===== config.mk =====
export PLATFORM = sky130hd
export DESIGN_NAME = nvm_seq_ctrl
export DESIGN_NICKNAME = d
export VERILOG_FILES = /design/src/rtl/nvm_seq_pkg.sv /design/src/rtl/nvm_burn_timer.sv /design/src/rtl/nvm_cell_array.sv /design/src/rtl/nvm_seq_fsm.sv /design/src/rtl/nvm_seq_ctrl.sv
export SDC_FILE = /design/constraint.sdc
export NUM_CORES = 2
export LEC_CHECK = 0
export CORE_MARGIN = 2
export CORE_UTILIZATION = 50
export CTS_CLUSTER_DIAMETER = 80
export DETAILED_ROUTE_END_ITERATION = 12
export GPL_ROUTABILITY_DRIVEN = 0
export PLACE_DENSITY = 0.65
export SETUP_SLACK_MARGIN = 0.1
export SLEW_MARGIN = 20
export SYNTH_ARGS = -nofsm -noshare
export SYNTH_HDL_FRONTEND = slang
export SYNTH_SLANG_ARGS = --single-unit

===== constraint.sdc =====
create_clock -name clk -period 7.25 [get_ports clk]
set_input_delay 1.0875 -clock clk [delete_from_list [all_inputs] [get_ports clk]]
set_output_delay 1.0875 -clock clk [all_outputs]
set_load 0.02 [all_outputs]

===== src/rtl/nvm_seq_pkg.sv =====
package nvm_seq_pkg;

    typedef enum logic [2:0] {
        ST_IDLE,
        ST_OPEN,
        ST_READY,
        ST_BURN_SW,
        ST_BURN_TIMED
    } seq_state_t;

    typedef enum logic [1:0] {
        OP_PROG        = 2'b00,
        OP_ERASE_BYTE  = 2'b01,
        OP_ERASE_BLOCK = 2'b10,
        OP_ERASE_ALL   = 2'b11
    } op_mode_t;

    // control register bit positions (software-visible encoding)
    localparam int B_SPARE   = 7;
    localparam int B_PDN     = 5;
    localparam int B_MODE_HI = 4;
    localparam int B_MODE_LO = 3;
    localparam int B_LATCH   = 2;
    localparam int B_AUTO    = 1;
    localparam int B_STROBE  = 0;

endpackage


===== src/rtl/nvm_burn_timer.sv =====
module nvm_burn_timer
    import nvm_seq_pkg::*;
#(
    parameter int BYTE_CYC  = 64,
    parameter int BLOCK_CYC = 128,
    parameter int BULK_CYC  = 256
) (
    input  logic     clk,
    input  logic     rst_n,
    input  logic     start,
    input  op_mode_t start_mode,
    input  logic     run,
    output logic     done
);
    localparam int CW = $clog2(BULK_CYC + 1);

    logic [CW-1:0] cnt;
    logic [CW-1:0] limit;

    always_comb begin
        unique case (start_mode)
            OP_PROG, OP_ERASE_BYTE: limit = CW'(BYTE_CYC - 1);
            OP_ERASE_BLOCK:         limit = CW'(BLOCK_CYC - 1);
            OP_ERASE_ALL:           limit = CW'(BULK_CYC - 1);
            default:                limit = CW'(BULK_CYC - 1);
        endcase
    end

    always_ff @(posedge clk) begin
        if (!rst_n) begin
            cnt <= '0;
        end else if (start) begin
            cnt <= limit;
        end else if (run && cnt != '0) begin
            cnt <= cnt - 1'b1;
        end
    end

    assign done = run && (cnt == '0);

    // a running count only ever moves down until it finishes
    a_r9_count_moves_down: assert property (@(posedge clk) disable iff (!rst_n)
        (run && !start && cnt != '0) |=> (cnt < $past(cnt)));

endmodule


===== src/rtl/nvm_cell_array.sv =====
module nvm_cell_array
    import nvm_seq_pkg::*;
#(
    parameter int DEPTH = 128,
    parameter int BLOCK = 32
) (
    input  logic                     clk,
    input  logic                     rst_n,
    input  logic                     commit,
    input  logic                     blocked,
    input  op_mode_t                 op_mode,
    input  logic [$clog2(DEPTH)-1:0] tgt_addr,
    input  logic [7:0]               tgt_data,
    input  logic [$clog2(DEPTH)-1:0] rd_addr,
    output logic [7:0]               rd_data
);
    localparam int AW = $clog2(DEPTH);
    localparam int BW = $clog2(BLOCK);

    logic [7:0] cells [DEPTH];

    always_ff @(posedge clk) begin
        if (!rst_n) begin
            for (int i = 0; i < DEPTH; i++) cells[i] <= 8'hFF;
        end else if (commit && !blocked) begin
            unique case (op_mode)
                OP_PROG:       cells[tgt_addr] <= cells[tgt_addr] & tgt_data;
                OP_ERASE_BYTE: cells[tgt_addr] <= 8'hFF;
                OP_ERASE_BLOCK: begin
                    for (int i = 0; i < DEPTH; i++) begin
                        if ((AW'(i) >> BW) == (tgt_addr >> BW)) cells[i] <= 8'hFF;
                    end
                end
                OP_ERASE_ALL: begin
                    for (int i = 0; i < DEPTH; i++) cells[i] <= 8'hFF;
                end
                default: ;
            endcase
        end
    end

    assign rd_data = cells[rd_addr];

    // a blocked commit leaves the target byte untouched
    a_r8_protect_holds: assert property (@(posedge clk) disable iff (!rst_n)
        (commit && blocked) |=> (cells[$past(tgt_addr)] == $past(cells[tgt_addr])));

    // programming can only clear bits of the target
    a_r7_prog_only_clears: assert property (@(posedge clk) disable iff (!rst_n)
        (commit && !blocked && op_mode == OP_PROG)
            |=> ((cells[$past(tgt_addr)] & ~$past(cells[tgt_addr])) == 8'h00));

endmodule


===== src/rtl/nvm_seq_fsm.sv =====
module nvm_seq_fsm
    import nvm_seq_pkg::*;
#(
    parameter int AW = 7
) (
    input  logic          clk,
    input  logic          rst_n,
    input  logic          ctrl_wr,
    input  logic          arr_wr,
    input  logic          arr_rd,
    input  logic [AW-1:0] arr_addr,
    input  logic [7:0]    wdata,
    input  logic          timer_done,
    output logic          lat_en,
    output logic          strobe,
    output logic          timer_start,
    output logic          timed_run,
    output logic          commit,
    output op_mode_t      op_mode,
    output logic [AW-1:0] lat_addr,
    output logic [7:0]    lat_data,
    output logic          pdn,
    output logic [7:0]    ctrl_q
);
    seq_state_t state, state_nx;
    logic       spare_q;
    logic       auto_q;
    op_mode_t   mode_q;
    logic       fire;

    // fire transition: strobe accepted only from ST_READY
    assign fire = (state == ST_READY) && ctrl_wr && wdata[B_STROBE];

    always_comb begin
        state_nx = state;
        unique case (state)
            ST_IDLE: begin
                if (ctrl_wr && wdata[B_LATCH]) state_nx = ST_OPEN;
            end
            ST_OPEN: begin
                if (ctrl_wr) begin
                    if (!wdata[B_LATCH]) state_nx = ST_IDLE;
                end else if (arr_wr || arr_rd) begin
                    state_nx = ST_READY;
                end
            end
            ST_READY: begin
                if (fire) begin
                    state_nx = wdata[B_AUTO] ? ST_BURN_TIMED : ST_BURN_SW;
                end else if (ctrl_wr && !wdata[B_LATCH]) begin
                    state_nx = ST_IDLE;
                end
            end
            ST_BURN_SW: begin
                if (ctrl_wr && !wdata[B_STROBE]) state_nx = ST_READY;
            end
            ST_BURN_TIMED: begin
                if (timer_done) state_nx = ST_READY;
            end
            default: state_nx = ST_IDLE;
        endcase
    end

    always_ff @(posedge clk) begin
        if (!rst_n) state <= ST_IDLE;
        else        state <= state_nx;
    end

    always_ff @(posedge clk) begin
        if (!rst_n) begin
            spare_q  <= 1'b0;
            pdn      <= 1'b0;
            mode_q   <= OP_PROG;
            auto_q   <= 1'b0;
            op_mode  <= OP_PROG;
            lat_addr <= '0;
            lat_data <= '0;
        end else begin
            if (ctrl_wr) begin
                spare_q <= wdata[B_SPARE];
                pdn     <= wdata[B_PDN];
                mode_q  <= op_mode_t'(wdata[B_MODE_HI:B_MODE_LO]);
                auto_q  <= wdata[B_AUTO];
            end
            if (fire) op_mode <= op_mode_t'(wdata[B_MODE_HI:B_MODE_LO]);
            if ((state == ST_OPEN || state == ST_READY) && !ctrl_wr) begin
                if (arr_wr) begin
                    lat_addr <= arr_addr;
                    lat_data <= wdata;
                end else if (arr_rd) begin
                    lat_addr <= arr_addr;
                end
            end
        end
    end

    always_comb begin
        lat_en      = (state != ST_IDLE);
        strobe      = (state == ST_BURN_SW) || (state == ST_BURN_TIMED);
        timed_run   = (state == ST_BURN_TIMED);
        timer_start = fire && wdata[B_AUTO];
        commit      = ((state == ST_BURN_SW) && ctrl_wr && !wdata[B_STROBE])
                   || ((state == ST_BURN_TIMED) && timer_done);
        ctrl_q            = 8'h00;
        ctrl_q[B_SPARE]   = spare_q;
        ctrl_q[B_PDN]     = pdn;
        ctrl_q[B_MODE_HI] = mode_q[1];
        ctrl_q[B_MODE_LO] = mode_q[0];
        ctrl_q[B_LATCH]   = lat_en;
        ctrl_q[B_AUTO]    = auto_q;
        ctrl_q[B_STROBE]  = strobe;
    end

    // the strobe only rises out of a state with a captured address
    a_r5_strobe_interlock: assert property (@(posedge clk) disable iff (!rst_n)
        (strobe && !$past(strobe)) |-> ($past(state) == ST_READY));

    // a combined clear of strobe and latch keeps the latch open
    a_r6_combined_clear: assert property (@(posedge clk) disable iff (!rst_n)
        (state == ST_BURN_SW && ctrl_wr && !wdata[B_STROBE] && !wdata[B_LATCH])
            |=> (lat_en && !strobe));

    // software cannot end a timed burn before the counter does
    a_r9_timed_holds: assert property (@(posedge clk) disable iff (!rst_n)
        (state == ST_BURN_TIMED && !timer_done) |=> (state == ST_BURN_TIMED));

    // a commit always coincides with the strobe falling
    a_r7_commit_on_fall: assert property (@(posedge clk) disable iff (!rst_n)
        commit |=> (!strobe && lat_en));

endmodule


===== src/rtl/nvm_seq_ctrl.sv =====
module nvm_seq_ctrl
    import nvm_seq_pkg::*;
#(
    parameter int         DEPTH     = 128,
    parameter int         BLOCK     = 32,
    parameter int         BYTE_CYC  = 64,
    parameter int         BLOCK_CYC = 128,
    parameter int         BULK_CYC  = 256,
    parameter logic [7:0] CTRL_ADDR = 8'h80
) (
    input  logic       clk,
    input  logic       rst_n,
    input  logic [7:0] bus_addr,
    input  logic [7:0] bus_wdata,
    input  logic       bus_rd,
    input  logic       bus_wr,
    output logic [7:0] bus_rdata,
    input  logic       wr_protect,
    output logic       busy
);
    localparam int AW = $clog2(DEPTH);

    logic          arr_sel, ctrl_sel;
    logic [AW-1:0] arr_addr;
    logic          lat_en, strobe, timer_start, timed_run, commit, timer_done, pdn;
    op_mode_t      op_mode;
    logic [AW-1:0] lat_addr;
    logic [7:0]    lat_data, ctrl_q, cell_rd;

    assign arr_sel  = ({24'd0, bus_addr} < DEPTH);
    assign ctrl_sel = (bus_addr == CTRL_ADDR);
    assign arr_addr = bus_addr[AW-1:0];

    nvm_seq_fsm #(.AW(AW)) fsm_i (
        .clk         (clk),
        .rst_n       (rst_n),
        .ctrl_wr     (bus_wr && ctrl_sel),
        .arr_wr      (bus_wr && arr_sel),
        .arr_rd      (bus_rd && arr_sel),
        .arr_addr    (arr_addr),
        .wdata       (bus_wdata),
        .timer_done  (timer_done),
        .lat_en      (lat_en),
        .strobe      (strobe),
        .timer_start (timer_start),
        .timed_run   (timed_run),
        .commit      (commit),
        .op_mode     (op_mode),
        .lat_addr    (lat_addr),
        .lat_data    (lat_data),
        .pdn         (pdn),
        .ctrl_q      (ctrl_q)
    );

    nvm_burn_timer #(
        .BYTE_CYC  (BYTE_CYC),
        .BLOCK_CYC (BLOCK_CYC),
        .BULK_CYC  (BULK_CYC)
    ) timer_i (
        .clk        (clk),
        .rst_n      (rst_n),
        .start      (timer_start),
        .start_mode (op_mode_t'(bus_wdata[B_MODE_HI:B_MODE_LO])),
        .run        (timed_run),
        .done       (timer_done)
    );

    nvm_cell_array #(.DEPTH(DEPTH), .BLOCK(BLOCK)) array_i (
        .clk      (clk),
        .rst_n    (rst_n),
        .commit   (commit),
        .blocked  (wr_protect),
        .op_mode  (op_mode),
        .tgt_addr (lat_addr),
        .tgt_data (lat_data),
        .rd_addr  (arr_addr),
        .rd_data  (cell_rd)
    );

    always_ff @(posedge clk) begin
        if (!rst_n) begin
            bus_rdata <= 8'h00;
        end else if (bus_rd) begin
            if (ctrl_sel)     bus_rdata <= ctrl_q;
            else if (arr_sel) bus_rdata <= lat_en ? lat_data : (pdn ? 8'h00 : cell_rd);
            else              bus_rdata <= 8'h00;
        end
    end

    assign busy = strobe;

    // an array read with the latch open returns the latched byte
    a_r4_read_returns_latch: assert property (@(posedge clk) disable iff (!rst_n)
        (bus_rd && arr_sel && lat_en) |=> (bus_rdata == $past(lat_data)));

    // unmapped reads return zero, and data holds without a read
    a_r11_unmapped_zero: assert property (@(posedge clk) disable iff (!rst_n)
        (bus_rd && !arr_sel && !ctrl_sel) |=> (bus_rdata == 8'h00));
    a_r11_hold_without_read: assert property (@(posedge clk) disable iff (!rst_n)
        !bus_rd |=> $stable(bus_rdata));

endmodule


== Word level (Yosys, flattened, before mapping) ==
Memory sizes are Yosys's and may differ from the RTL's. A register that Yosys moved wholly into a read port is not among the register bits.
Index checks and enable logic that the tools add are counted.
Operators by class
  add/sub/neg operators: 1
  order comparisons: 1
  equality and inequality tests: 20
  muxes and demuxes: 314
  bitwise logic cells: 258
  reductions and logical operators: 38
Operators by type and width (count)
  $mux 8: 262
  $or 1x1->1: 257
  $mux 7: 5
  $mux 1: 34
  $mux 3: 9
  $pmux 9 s3: 1
  $mux 9: 2
  $logic_and 1x1->1: 16
  $pmux 3 s5: 1
  $logic_not 9->1: 1
  $reduce_bool 9->1: 1
  $sub 9x1->9 const B: 1
  $and 8x8->8: 1
  $eq 2x2->1 const B: 4
  $eq 8x8->1 const B: 1
  $lt 8x8->1 const B: 1
  $reduce_or 8->1: 1
  $logic_not 7->1: 1
  $eq 3x2->1 const B: 2
  $reduce_and 6->1: 1
  $eq 2x1->1 const B: 2
  $eq 2x2->1 const A: 2
  $logic_not 1->1: 4
  $logic_not 2->1: 2
  other kinds (14): 20
Storage, ports and cells
  flip-flop bits (word level): 42
  memory bits (writable): 1024
  bits of input ports: 21
  output and inout bits: 9
  word-level logic and storage cells: 643
  memories kept: 1
Memories
  array_i.cells: depth 128, width 8, rd ports 2, clocked after Yosys merged registers in 1, write ports 128, RTL line nvm_cell_array.sv:20  | logic [7:0] cells [DEPTH];

== Depth between registers and ports, before layout ==
  depth in word-level cells: 12
  mapped depth: 12
  mapped depth without buffers: 9

== Modules after synthesis ==
From an unflattened synthesis, not the netlist that was laid out.
Second synthesis, totals
  cell total of the unflattened synthesis: 4397
  area total of the unflattened synthesis: 55271.8 um^2
Modules (own cells, without submodules)
  nvm_cell_array: instances 1, cells an instance 4163, area an instance 53040.9 um^2
  nvm_seq_fsm: instances 1, cells an instance 134, area an instance 1270.0 um^2
  nvm_burn_timer: instances 1, cells an instance 56, area an instance 509.2 um^2
  nvm_seq_ctrl: instances 1, cells an instance 44, area an instance 451.7 um^2

== Worst setup path before layout ==
No wires, ideal clock.
  path kind: input to register
  from: input bus_addr[0]
  to: memory array_i.cells[1][0], enable pin
  setup time: 384 ps
  arrival: 3752 ps
  required time: 6866 ps
  path slack: 3114 ps
  stages on the path: 9
  path buffers: 3
  cells stage by stage: buf_2 nor4b_2 nand4_1 or3_1 a2111oi_4 buf_2 nand3_1 buf_2 o21ai_0
RTL lines
  from (decl): RTL line nvm_seq_ctrl.sv:13  | input logic [7:0] bus_addr,
  to (decl): RTL line nvm_cell_array.sv:20

==> flow_metrics.env <==
export IMPL_grt_setup_unrepaired="false"
export IMPL_cts_htree_levels=3
export IMPL_synth_enable_flop_cells=1024
export IMPL_core_area_mm2=0.110
export IMPL_drc=0
export IMPL_vias=38100
export IMPL_p_int_mw=10.3
export IMPL_critical_path_buf_inv_count=3
export IMPL_wire_length_of_the_first_global_routing_pass_mm=265
export IMPL_clock_network_fraction_of_total_power_pct=44.4
export IMPL_ys_warnings_count=0
export IMPL_timing_max_slew_rel_slack_pct=15.5
export IMPL_die_h_um=337
export IMPL_period_needed_ns=5.41
export IMPL_die_area_mm2=0.114
export IMPL_num_cts_buffers=112
export IMPL_worst_setup_path_startpoint="bus_addr[5]"
export IMPL_antenna_found_initial=5
export IMPL_layout_worst_path_cycle_share_pct=74.6
export IMPL_insertion_delay_ns=0.72
export IMPL_syn_area_per_cell_um2=13.7
export IMPL_core_rowCount=122
export IMPL_grt_remaining_overflow=0
export IMPL_critical_path_top_cell_by_count="buf_4"
export IMPL_initialDrtViolationCount=5891
export IMPL_io_buffers=29
export IMPL_postSynthNetCount=4073
export IMPL_worst_ir_drop_vdd_mv=0.180
export IMPL_flow_area_growth_from_synthesis_pct=9.63
export IMPL_most_used_standard_cell_by_instance_count_after_synthesis="nand2_1"
export IMPL_ys_ff_latch=1073
export IMPL_total_switching_power_mw=2.93
export IMPL_setup_total_negative_slack_ns=0
export IMPL_clockRootBuffer="clkbuf_16"
export IMPL_fin_worst_skew_ns=0.0356
export IMPL_clkSlewWorstSetupHoldPaths_ns=0.06
export IMPL_setup_violations=0
export IMPL_cp_slowest_cell="o21ai_0"
export IMPL_fp_dieW_um=337
export IMPL_cpLargestDelayFamily="simple AND/OR/NAND/NOR gates"
export IMPL_holdCritPathClass="reg -> reg"
export IMPL_wl_per_cell_um=33.4
export IMPL_starting_density_of_the_core_pct=50.2
export IMPL_critical_path_cell_chain="clkdlybuf4s50_1 > nor4b_2 > nand4_1 > buf_4 > or3_1 > a2111oi_4 > buf_4 > nand3_1 > o21ai_0"
export IMPL_critical_path_startpoint_type="input pin"
export IMPL_first_global_vias=36400
export IMPL_yosys_top_cells_count="1057 x nand2_1, 1024 x edfxtp_1, 461 x mux4_2"
export IMPL_antenna_left=0
export IMPL_first_pass_iters=8
export IMPL_worst_endpoint_required_ns=7.58
export IMPL_ys_flop_type="edfxtp_1"
export IMPL_dp_worst_setup_slack_ns=1.33
export IMPL_post_route_util_pct=55.1
export IMPL_worst_path_largest_cell_delay_ns=1.17
export IMPL_cts_sinks=1073
export IMPL_pwr_share_comb_pct=4.4
export IMPL_post_layout_total_power_mw=13.2
export IMPL_share_seq_of_total_power_pct=51.2
export IMPL_postCtsSetupBuffers=0
export IMPL_dp_hpwl_mm=121
export IMPL_max_clock_path_buffers=3
export IMPL_critical_path_class="in -> reg"
export IMPL_setup_worst_path_end_class="register"
export IMPL_netlist_instances=4050
export IMPL_floorplan_io_pins=30
export IMPL_hold_violations=0
export IMPL_final_critical_path_setup_slack_ns=1.84
export IMPL_outcome="finished, final reports clean"
export IMPL_synthesis_area_mm2=0.0555
export IMPL_timing_hold_ws_ns=0.465
export IMPL_leakagePower_nw=14.3
export IMPL_ys_async_sr_fraction_pct=0
export IMPL_critical_path_max_fanout=24
export IMPL_cts_tree="done"
export IMPL_timing_reg2reg_setup_slack_ns=2.31
export IMPL_yosysSeqAreaShare_pct=57.2
export IMPL_slew_viol_final=0
export IMPL_p_per_area_mw_per_mm2=217
export IMPL_grt_max_degree=107
export IMPL_hold_path_startpoint="fsm_i.auto_q"
export IMPL_synth_top_cells_by_area="edfxtp_1 55%, mux4_2 19%, nand2_1 7.2%, mux2i_1 4.6%, o221ai_1 2.0%"
export IMPL_timing_critical_path_arrival_ns=5.74
export IMPL_netlist_top_cell_by_area="edfxtp_1"
export IMPL_synth_top_area_share_pct=55.4
export IMPL_drive_above_1_share_pct=20.3
export IMPL_max_freq_ghz=0.185
export IMPL_drt_total_wl_mm=185
export IMPL_ctsResizeCount=0
export IMPL_via_per_inst=6.88
export IMPL_grt_usage_pct=32.8
export IMPL_layout_nets=3972
export IMPL_ctsHoldBuffers=0
export IMPL_drv_cap=0
export IMPL_synth_distinct_cells=58
export IMPL_switching_share_pct=22.2
export IMPL_worst_slew_pin_transition_ns=1.27
-- registers in the layout, indices dropped and copies added (netlist names), named ones only --
signal,flops
fsm_i.auto_q,1
fsm_i.lat_addr,7
bus_rdata,8
fsm_i.mode_q,2
fsm_i.pdn,1
fsm_i.lat_data,8
fsm_i.state,3
fsm_i.op_mode,2
timer_i.cnt,9
array_i.cells,1024
fsm_i.spare_q,1
-- power groups by stage --
| stage | combinational (mW) | clock (mW) | sequential, mW |
|---|---|---|---|
| 2_1_floorplan | 0.330 | 0 | 6.90 |
| 3_3_place_gp | 0.554 | 0 | 6.90 |
| 3_5_place_dp | 0.562 | 0 | 6.90 |
| 4_1_cts | 0.563 | 5.86 | 6.77 |
| 5_1_grt | 0.596 | 6.10 | 6.76 |
| 6_report | 0.580 | 5.86 | 6.76 |
-- area by class of cell --
class | instances | area (um2)
antenna | 7 | 17.5
clock buffer | 140 | 3010
clock inverter | 69 | 656
fill | 8833 | 49600
inverter | 13 | 48.8
multi-input combinational | 2594 | 22000
sequential | 1073 | 31700
tap | 1488 | 1860
timing repair buffer | 155 | 1410
-- cell families (layout without fill, tap and decap cells) --
group,Yosys count,after routing,share of synthesized area [%]
AO/OA/AOI/OAI,506,506,5.99
XOR/XNOR,8,8,0.126
adder cells (fa/ha/maj),2,2,0.0451
buffers and inverters,383,377,3.08
flip-flops,1073,1073,57.2
multiplexers,726,726,23.5
other,0,7,0
AND/OR/NAND/NOR,1352,1352,10.0
-- metal layers --
layer  vias to the layer above  GRT usage [%]  part of all wire [%]  routed length, um
li1                      15500              -                     -                  -
met1                     19200           44.5                    36              66200
met2                      2952           48.6                    44              82100
met3                       470           9.77                    14              26300
met4                         4           16.0                   5.5              10200
met5                         -              0                 0.015                 27
-- worst register-to-register path: cells and delay by family, from the launching register on --
kind	cells	cell delay [ns]
compound gates	2	0.32
buf+inv	2	1.23
flops	1	0.96
mux	3	1.86
simple gates	1	0.28
-- metrics by stage --
step           cells  instance area, um2
6_report        5539               60800
5_1_grt         5532               60800
4_1_cts         5532               60800
3_5_place_dp    5323               57100
3_3_place_gp    5323               57100
2_1_floorplan   4050               55500
-- cell usage in the layout (no fill, tap or decap), types with 27 or more instances in the layout --
master     instances
a21oi_1           87
buf_4            113
clkbuf_16        115
clkinv_2          27
dfxtp_1           45
edfxtp_1        1024
mux2i_1          257
mux4_2           461
nand2_1         1057
nor2_1           140
nor3_1            30
o21ai_0           88
o21ai_1           60
o221ai_1         126
o22ai_1           73
-- final timing paths --
check,endpoint,depth (start not counted)
max,array_i.cells[41][2],9
min,fsm_i.auto_q,2
max reg2reg,array_i.cells[30][2],8
min reg2reg,fsm_i.auto_q,2
Power figures use the tool's default switching activity.
